<file path="src/rtl/mo_vis_pkg.sv">
package mo_vis_pkg;
  localparam int CLS_W = 3;

  typedef enum logic [CLS_W-1:0] {
    OP_LD    = 3'd0,
    OP_ST    = 3'd1,
    OP_ACQ   = 3'd2,
    OP_REL   = 3'd3,
    OP_FENCE = 3'd4
  } op_cls_e;
endpackage

</file>
<file path="src/rtl/mo_vis_queue.sv">
module mo_vis_queue
  import mo_vis_pkg::*;
#(
  parameter int DEPTH = 8,
  parameter int AW    = 16,
  parameter int TW    = 8,
  localparam int IW   = $clog2(DEPTH),
  localparam int CNTW = $clog2(DEPTH + 1)
) (
  input  logic            clk,
  input  logic            rst,
  input  logic            push,
  input  op_cls_e         push_cls,
  input  logic [AW-1:0]   push_addr,
  input  logic [TW-1:0]   push_tag,
  input  logic            pop,
  input  logic [IW-1:0]   pop_pos,
  output logic [CNTW-1:0] cnt,
  output logic [DEPTH-1:0] q_vld,
  output op_cls_e         q_cls  [DEPTH],
  output logic [AW-1:0]   q_addr [DEPTH],
  output logic [TW-1:0]   q_tag  [DEPTH]
);
  logic [CNTW-1:0] cnt_q;
  logic [CNTW-1:0] wr_pos;

  // the new entry lands just above the survivors after compaction
  assign wr_pos = cnt_q - CNTW'(pop);
  assign cnt    = cnt_q;

  always_ff @(posedge clk) begin
    if (rst) cnt_q <= '0;
    else     cnt_q <= cnt_q - CNTW'(pop) + CNTW'(push);
  end

  genvar i;
  for (i = 0; i < DEPTH; i++) begin : g_slot
    assign q_vld[i] = CNTW'(i) < cnt_q;

    if (i < DEPTH - 1) begin : g_shift
      always_ff @(posedge clk) begin
        if (rst) begin
          q_cls[i]  <= OP_LD;
          q_addr[i] <= '0;
          q_tag[i]  <= '0;
        end else if (push && CNTW'(i) == wr_pos) begin
          q_cls[i]  <= push_cls;
          q_addr[i] <= push_addr;
          q_tag[i]  <= push_tag;
        end else if (pop && IW'(i) >= pop_pos) begin
          q_cls[i]  <= q_cls[i+1];
          q_addr[i] <= q_addr[i+1];
          q_tag[i]  <= q_tag[i+1];
        end
      end
    end else begin : g_top
      always_ff @(posedge clk) begin
        if (rst) begin
          q_cls[i]  <= OP_LD;
          q_addr[i] <= '0;
          q_tag[i]  <= '0;
        end else if (push && CNTW'(i) == wr_pos) begin
          q_cls[i]  <= push_cls;
          q_addr[i] <= push_addr;
          q_tag[i]  <= push_tag;
        end
      end
    end
  end
endmodule

</file>
<file path="src/rtl/mo_vis_elig.sv">
module mo_vis_elig
  import mo_vis_pkg::*;
#(
  parameter int DEPTH = 8
) (
  input  logic [DEPTH-1:0] q_vld,
  input  op_cls_e          q_cls [DEPTH],
  output logic [DEPTH-1:0] elig
);
  logic blk;
  logic serial;

  always_comb begin
    blk  = 1'b0;
    elig = '0;
    for (int i = 0; i < DEPTH; i++) begin
      // release and fence wait for every older entry to drain
      serial  = (q_cls[i] == OP_REL) || (q_cls[i] == OP_FENCE);
      elig[i] = q_vld[i] && !blk && (!serial || i == 0);
      // acquire and fence hold back everything younger
      if (q_vld[i] && (q_cls[i] == OP_ACQ || q_cls[i] == OP_FENCE))
        blk = 1'b1;
    end
  end
endmodule

</file>
<file path="src/rtl/mo_vis_pick.sv">
module mo_vis_pick #(
  parameter int DEPTH = 8,
  localparam int IW   = $clog2(DEPTH)
) (
  input  logic [DEPTH-1:0] elig,
  input  logic             en,
  input  logic [IW-1:0]    pref_idx,
  output logic             fire,
  output logic [IW-1:0]    pos
);
  logic [IW-1:0] old_pos;
  logic          old_any;

  always_comb begin
    old_pos = '0;
    old_any = 1'b0;
    for (int i = DEPTH - 1; i >= 0; i--) begin
      if (elig[i]) begin
        old_pos = IW'(i);
        old_any = 1'b1;
      end
    end
    fire = en && old_any;
    pos  = elig[pref_idx] ? pref_idx : old_pos;
  end
endmodule

</file>
<file path="src/rtl/mo_vis_gate.sv">
module mo_vis_gate
  import mo_vis_pkg::*;
#(
  parameter int DEPTH = 8,
  parameter int AW    = 16,
  parameter int TW    = 8,
  localparam int IW   = $clog2(DEPTH),
  localparam int CNTW = $clog2(DEPTH + 1)
) (
  input  logic          clk,
  input  logic          rst,
  input  logic          enq_valid,
  input  logic [2:0]    enq_cls,
  input  logic [AW-1:0] enq_addr,
  input  logic [TW-1:0] enq_tag,
  output logic          full,
  input  logic          grant_en,
  input  logic [IW-1:0] pref_idx,
  output logic          vis_valid,
  output logic [2:0]    vis_cls,
  output logic [AW-1:0] vis_addr,
  output logic [TW-1:0] vis_tag
);
  logic [CNTW-1:0]  cnt;
  logic [DEPTH-1:0] q_vld;
  op_cls_e          q_cls  [DEPTH];
  logic [AW-1:0]    q_addr [DEPTH];
  logic [TW-1:0]    q_tag  [DEPTH];
  logic [DEPTH-1:0] elig;
  logic             fire;
  logic [IW-1:0]    gpos;
  logic             push;

  assign full = (cnt == CNTW'(DEPTH));
  assign push = enq_valid && !full;

  mo_vis_queue #(.DEPTH(DEPTH), .AW(AW), .TW(TW)) queue_i (
    .clk(clk), .rst(rst),
    .push(push), .push_cls(op_cls_e'(enq_cls)),
    .push_addr(enq_addr), .push_tag(enq_tag),
    .pop(fire), .pop_pos(gpos),
    .cnt(cnt), .q_vld(q_vld),
    .q_cls(q_cls), .q_addr(q_addr), .q_tag(q_tag)
  );

  mo_vis_elig #(.DEPTH(DEPTH)) elig_i (
    .q_vld(q_vld), .q_cls(q_cls), .elig(elig)
  );

  mo_vis_pick #(.DEPTH(DEPTH)) pick_i (
    .elig(elig), .en(grant_en), .pref_idx(pref_idx),
    .fire(fire), .pos(gpos)
  );

  always_ff @(posedge clk) begin
    if (rst) begin
      vis_valid <= 1'b0;
      vis_cls   <= '0;
      vis_addr  <= '0;
      vis_tag   <= '0;
    end else begin
      vis_valid <= fire;
      if (fire) begin
        vis_cls  <= q_cls[gpos];
        vis_addr <= q_addr[gpos];
        vis_tag  <= q_tag[gpos];
      end
    end
  end
endmodule

</file>
<file path="config.mk">
export PLATFORM = sky130hd
export DESIGN_NAME = mo_vis_gate
export DESIGN_NICKNAME = d
export VERILOG_FILES = /design/src/rtl/mo_vis_pkg.sv /design/src/rtl/mo_vis_queue.sv /design/src/rtl/mo_vis_elig.sv /design/src/rtl/mo_vis_pick.sv /design/src/rtl/mo_vis_gate.sv
export SDC_FILE = /design/constraint.sdc
export NUM_CORES = 1
export LEC_CHECK = 0
export ABC_AREA = 1
export ABC_CLOCK_PERIOD_IN_PS = 6000
export BUFFER_PORTS_ARGS = -buffer_cell sky130_fd_sc_hd__buf_4
export CORE_ASPECT_RATIO = 0.75
export CORE_MARGIN = 2
export CORE_UTILIZATION = 39
export CTS_CLUSTER_DIAMETER = 60
export CTS_CLUSTER_SIZE = 8
export DETAILED_ROUTE_END_ITERATION = 12
export PLACE_DENSITY_LB_ADDON = 0.12
export SLEW_MARGIN = 20
export SYNTH_ARGS = -nofsm -noshare
export SYNTH_HDL_FRONTEND = slang
export SYNTH_SLANG_ARGS = --single-unit
</file>
<file path="constraint.sdc">
create_clock -name clk -period 6 [get_ports clk]
set_input_delay 1.2 -clock clk [delete_from_list [all_inputs] [get_ports clk]]
set_output_delay 1.2 -clock clk [all_outputs]
set_load 0.005 [all_outputs]
</file>
==> results.tsv <==
stage	metric	value	unit
final_layout	Layout Utilization	0.442	
synth	Netlist Area Pre-Place	13800	um2
cts	CTS H-tree lvls	2	
floorplan	io pins	63	
grt	Overflow after GRT	0	
synth	Netlist cell types	32	
setup_path	maximum fanout along the worst path	34	
placed_design	port bufs	62	
grt	GRT met2 Usage	0.395	
sta	ratio of final minimum period to clock period	0.642	
floorplan	Initial Util	0.397	
setup_path	slowest CP cell	a21oi_4	
cts	clock root buffer master	clkbuf_16	
final_layout	ant diodes	0	
floorplan	DIE AREA	36900	um2
grt	GRT busiest layer	met2	
cts	clock sink count	248	
sta	Slew @ Worst Pin	1080	ps
synth	Syn Area/Cell	6.10	um2
grt	first-pass GRT wire length	76100	um
drt	via count	14200	
pwr	Static Leak	6.93	nW
final_layout	share of cells above drive strength 1	0.0704	
setup_path	Critical Path RT	6440	ps
cts	clock latency on the worst-skew pair	530	ps
cts	clock-pin slew on the worst setup and hold paths	50	ps
setup_path	Arr. time, crit path	4290	ps
final_layout	commonest non-fill, non-tap cell in the layout	nand2_1	
pwr	Pwr Total	9.10	mW
drt	Starting DRT DRC Count	1409	
pwr	sequential share of power	0.303	
final_layout	fill count	3659	
sta	final setup fails	0	
setup_path	Crit path top cell by count	nand2_1	
sta	FMAX	260	MHz
grt	GRT met1 Usage	0.385	
floorplan	Die Wd	221	um
setup_path	Worst Setup End Kind	flip-flop	
synth	synthesized flop and latch total	248	
cts	CTS Buffer Depth	3	
grt	vias in the first global route	13000	
cts	total CTS buffers	36	
status	status	complete, no violations	
pwr	combinational power share	0.496	
min_path	worst min-delay path class	reg2reg	
run	number of max-cap violations	0	
grt	global routing usage on met3	0.0381	
final_layout	NumNets Final	2267	
synth	Cells after Synth	2263	
setup_path	critical path launch point type	input port	
sta	Final Hold Fails	0	
grt	Global Route Usage Sum	0.258	
grt	largest net degree at the start of global routing	136	
final_layout	Cell Count, Final, Fillers Out	2687	
drt	routed len/inst	18.0	um
grt	initial antenna violation count	0	
setup_path	critical-path cell list	buf_4, inv_1, nand2_1, nand2_1, o22ai_1, nand2_1, nand2_4, nand2_2, clkinv_2, nand2_2, a21oi_4, buf_12, o21ai_1, a21oi_1	
placed_design	placed cells	2648	
sta	clock skew	15.2	ps
placed_design	routability cong.	0.855	
drt	Via density	5.29	
pwr	Clock power frac	0.201	
pwr	Max VDD drop	0.324	mV
drt	DRC Markers	0	
setup_path	Worst path max stage delay	680	ps
pwr	switching share of power	0.469	
final_layout	Layout area overhead	11.3	%
drt	DRT Pass-1 Iters	7	
synth	yosys warns	0	
sta	Slew Limit Fails	0	
sta	WHS	465	ps
cts	CTS tree	done	
drt	number of routed nets with antenna violations	0	
pwr	Net Sw Power	4.27	mW
floorplan	Rows	59	
synth	syn_nets	2301	
pwr	Power Internal	4.83	mW
pwr	power per cell area	592	nW/um2
floorplan	Die Ht	167	um
cts	CTS Hold Bufs	0	
synth	sequential share of the synthesized area	0.360	
setup_path	Worst Path Class, Setup	in2reg	
placed_design	post-DP HPWL	28600	um
sta	Setup Total Neg Slack	0	ps
floorplan	core area	34800	um2
cts	post-cts resize count	0	
drt	WL final	48400	um
final_layout	most frequent cells in the layout	nand2_1 (626), o21ai_0 (282), dfxtp_1 (248)	
sta	RSZ-0062 raised after global routing	false	
sta	Max transition margin	0.279	
sta	post-layout min period	3850	ps
cts	Post-CTS Setup Bufs	0	
power groups by stage:
stage,Sequential [mW],Clock (mW),Combinational (mW)
floorplan,2.66,0,3.28
global placement,2.76,0,4.41
detailed placement,2.77,0,4.45
CTS,2.74,1.86,4.47
global route,2.83,1.93,5.12
finish,2.75,1.83,4.51
worst max-delay path: cells and delay by family:
kind | cells | cell delay (ps)
AO/OA/AOI/OAI | 4 | 1110
buffers and inverters | 4 | 960
AND/OR/NAND/NOR | 6 | 980
cell families (layout without fill, tap and decap cells):
kind of cell	count (synthesis)	count (layout)	synth area share
flip-flops	248	248	0.360
buffers and inverters	407	374	0.120
XOR/XNOR	1	1	0.000634
adder cells (fa/ha/maj)	4	4	0.00362
AND/OR/NAND/NOR	1057	1057	0.311
AO/OA/AOI/OAI	546	546	0.205
sequential cells by signal (all words and copies together) (netlist names):
register and flops:
queue_i.cnt 4, queue_i.q_addr 128, queue_i.q_cls 24, queue_i.q_tag 64, vis_addr 16, vis_cls 3
vis_tag 8, vis_valid 1
path summary, 6_finish.rpt:
kind | start | to | slack [ps] | cells after the start
hold / removal | queue_i.q_addr[94]$_SDFFE_PP0P_ | queue_i.q_addr[94]$_SDFFE_PP0P_ | 470 | 2
setup / recovery | pref_idx[0] | queue_i.q_addr[34]$_SDFFE_PP0P_ | 2150 | 14
hold reg to reg | queue_i.q_addr[94]$_SDFFE_PP0P_ | queue_i.q_addr[94]$_SDFFE_PP0P_ | 470 | 2
setup reg to reg | queue_i.cnt[2]$_SDFF_PP0_ | queue_i.q_addr[34]$_SDFFE_PP0P_ | 2150 | 17
routing by layer:
layer	routed length [um]	up-vias
met3	3260	50
li1	-	7193
met4	685	0
met1	23800	6519
met5	0	-
met2	20600	464
cells in the mapped netlist:
library cell    n  area share
o21a_2          1     0.00063
nor3_1          4      0.0014
buf_4          16      0.0087
nand2_1       627        0.17
a31oi_1        27       0.012
dfxtp_1       248        0.36
o21ai_4         1      0.0012
nand4_1         5      0.0023
o21ai_0       282        0.10
nor2_4          1     0.00082
nand2_2         4      0.0018
buf_1           6      0.0016
a21oi_1       165       0.060
a21oi_4         3      0.0035
a32oi_1         1     0.00063
o22ai_1         1     0.00045
nand3_1       228       0.083
o21ai_1        63       0.023
inv_1         238       0.065
nor2_2          2     0.00091
nand3_2         1     0.00072
a21boi_1        1     0.00054
buf_2          32       0.012
inv_2           5      0.0014
buf_6           4      0.0033
xor2_1          1     0.00063
ha_1            4      0.0036
clkinv_1        2     0.00054
clkbuf_1      103       0.028
nor2_1        185       0.050
clkinv_2        1     0.00036
o211ai_1        1     0.00054
cell type report:
cell class | count | area [um2] | area share
tap | 457 | 572 | 0.0372
inverter | 246 | 930 | 0.0605
timing repair buffer | 89 | 706 | 0.0459
clock inverter | 2 | 17.5 | 0.00114
clock buffer | 37 | 926 | 0.0603
multi-input combinational | 1608 | 7250 | 0.472
sequential | 248 | 4960 | 0.323
stage by stage:
step / worst slack, ps / area [um2]
final: 2150 / 15400
after global routing: 1830 / 15400
after CTS: 2180 / 15400
after detailed placement: 1690 / 14400
after global placement: 1790 / 14400
after floorplan: 2550 / 13800
(Power assumes the default switching activity.)
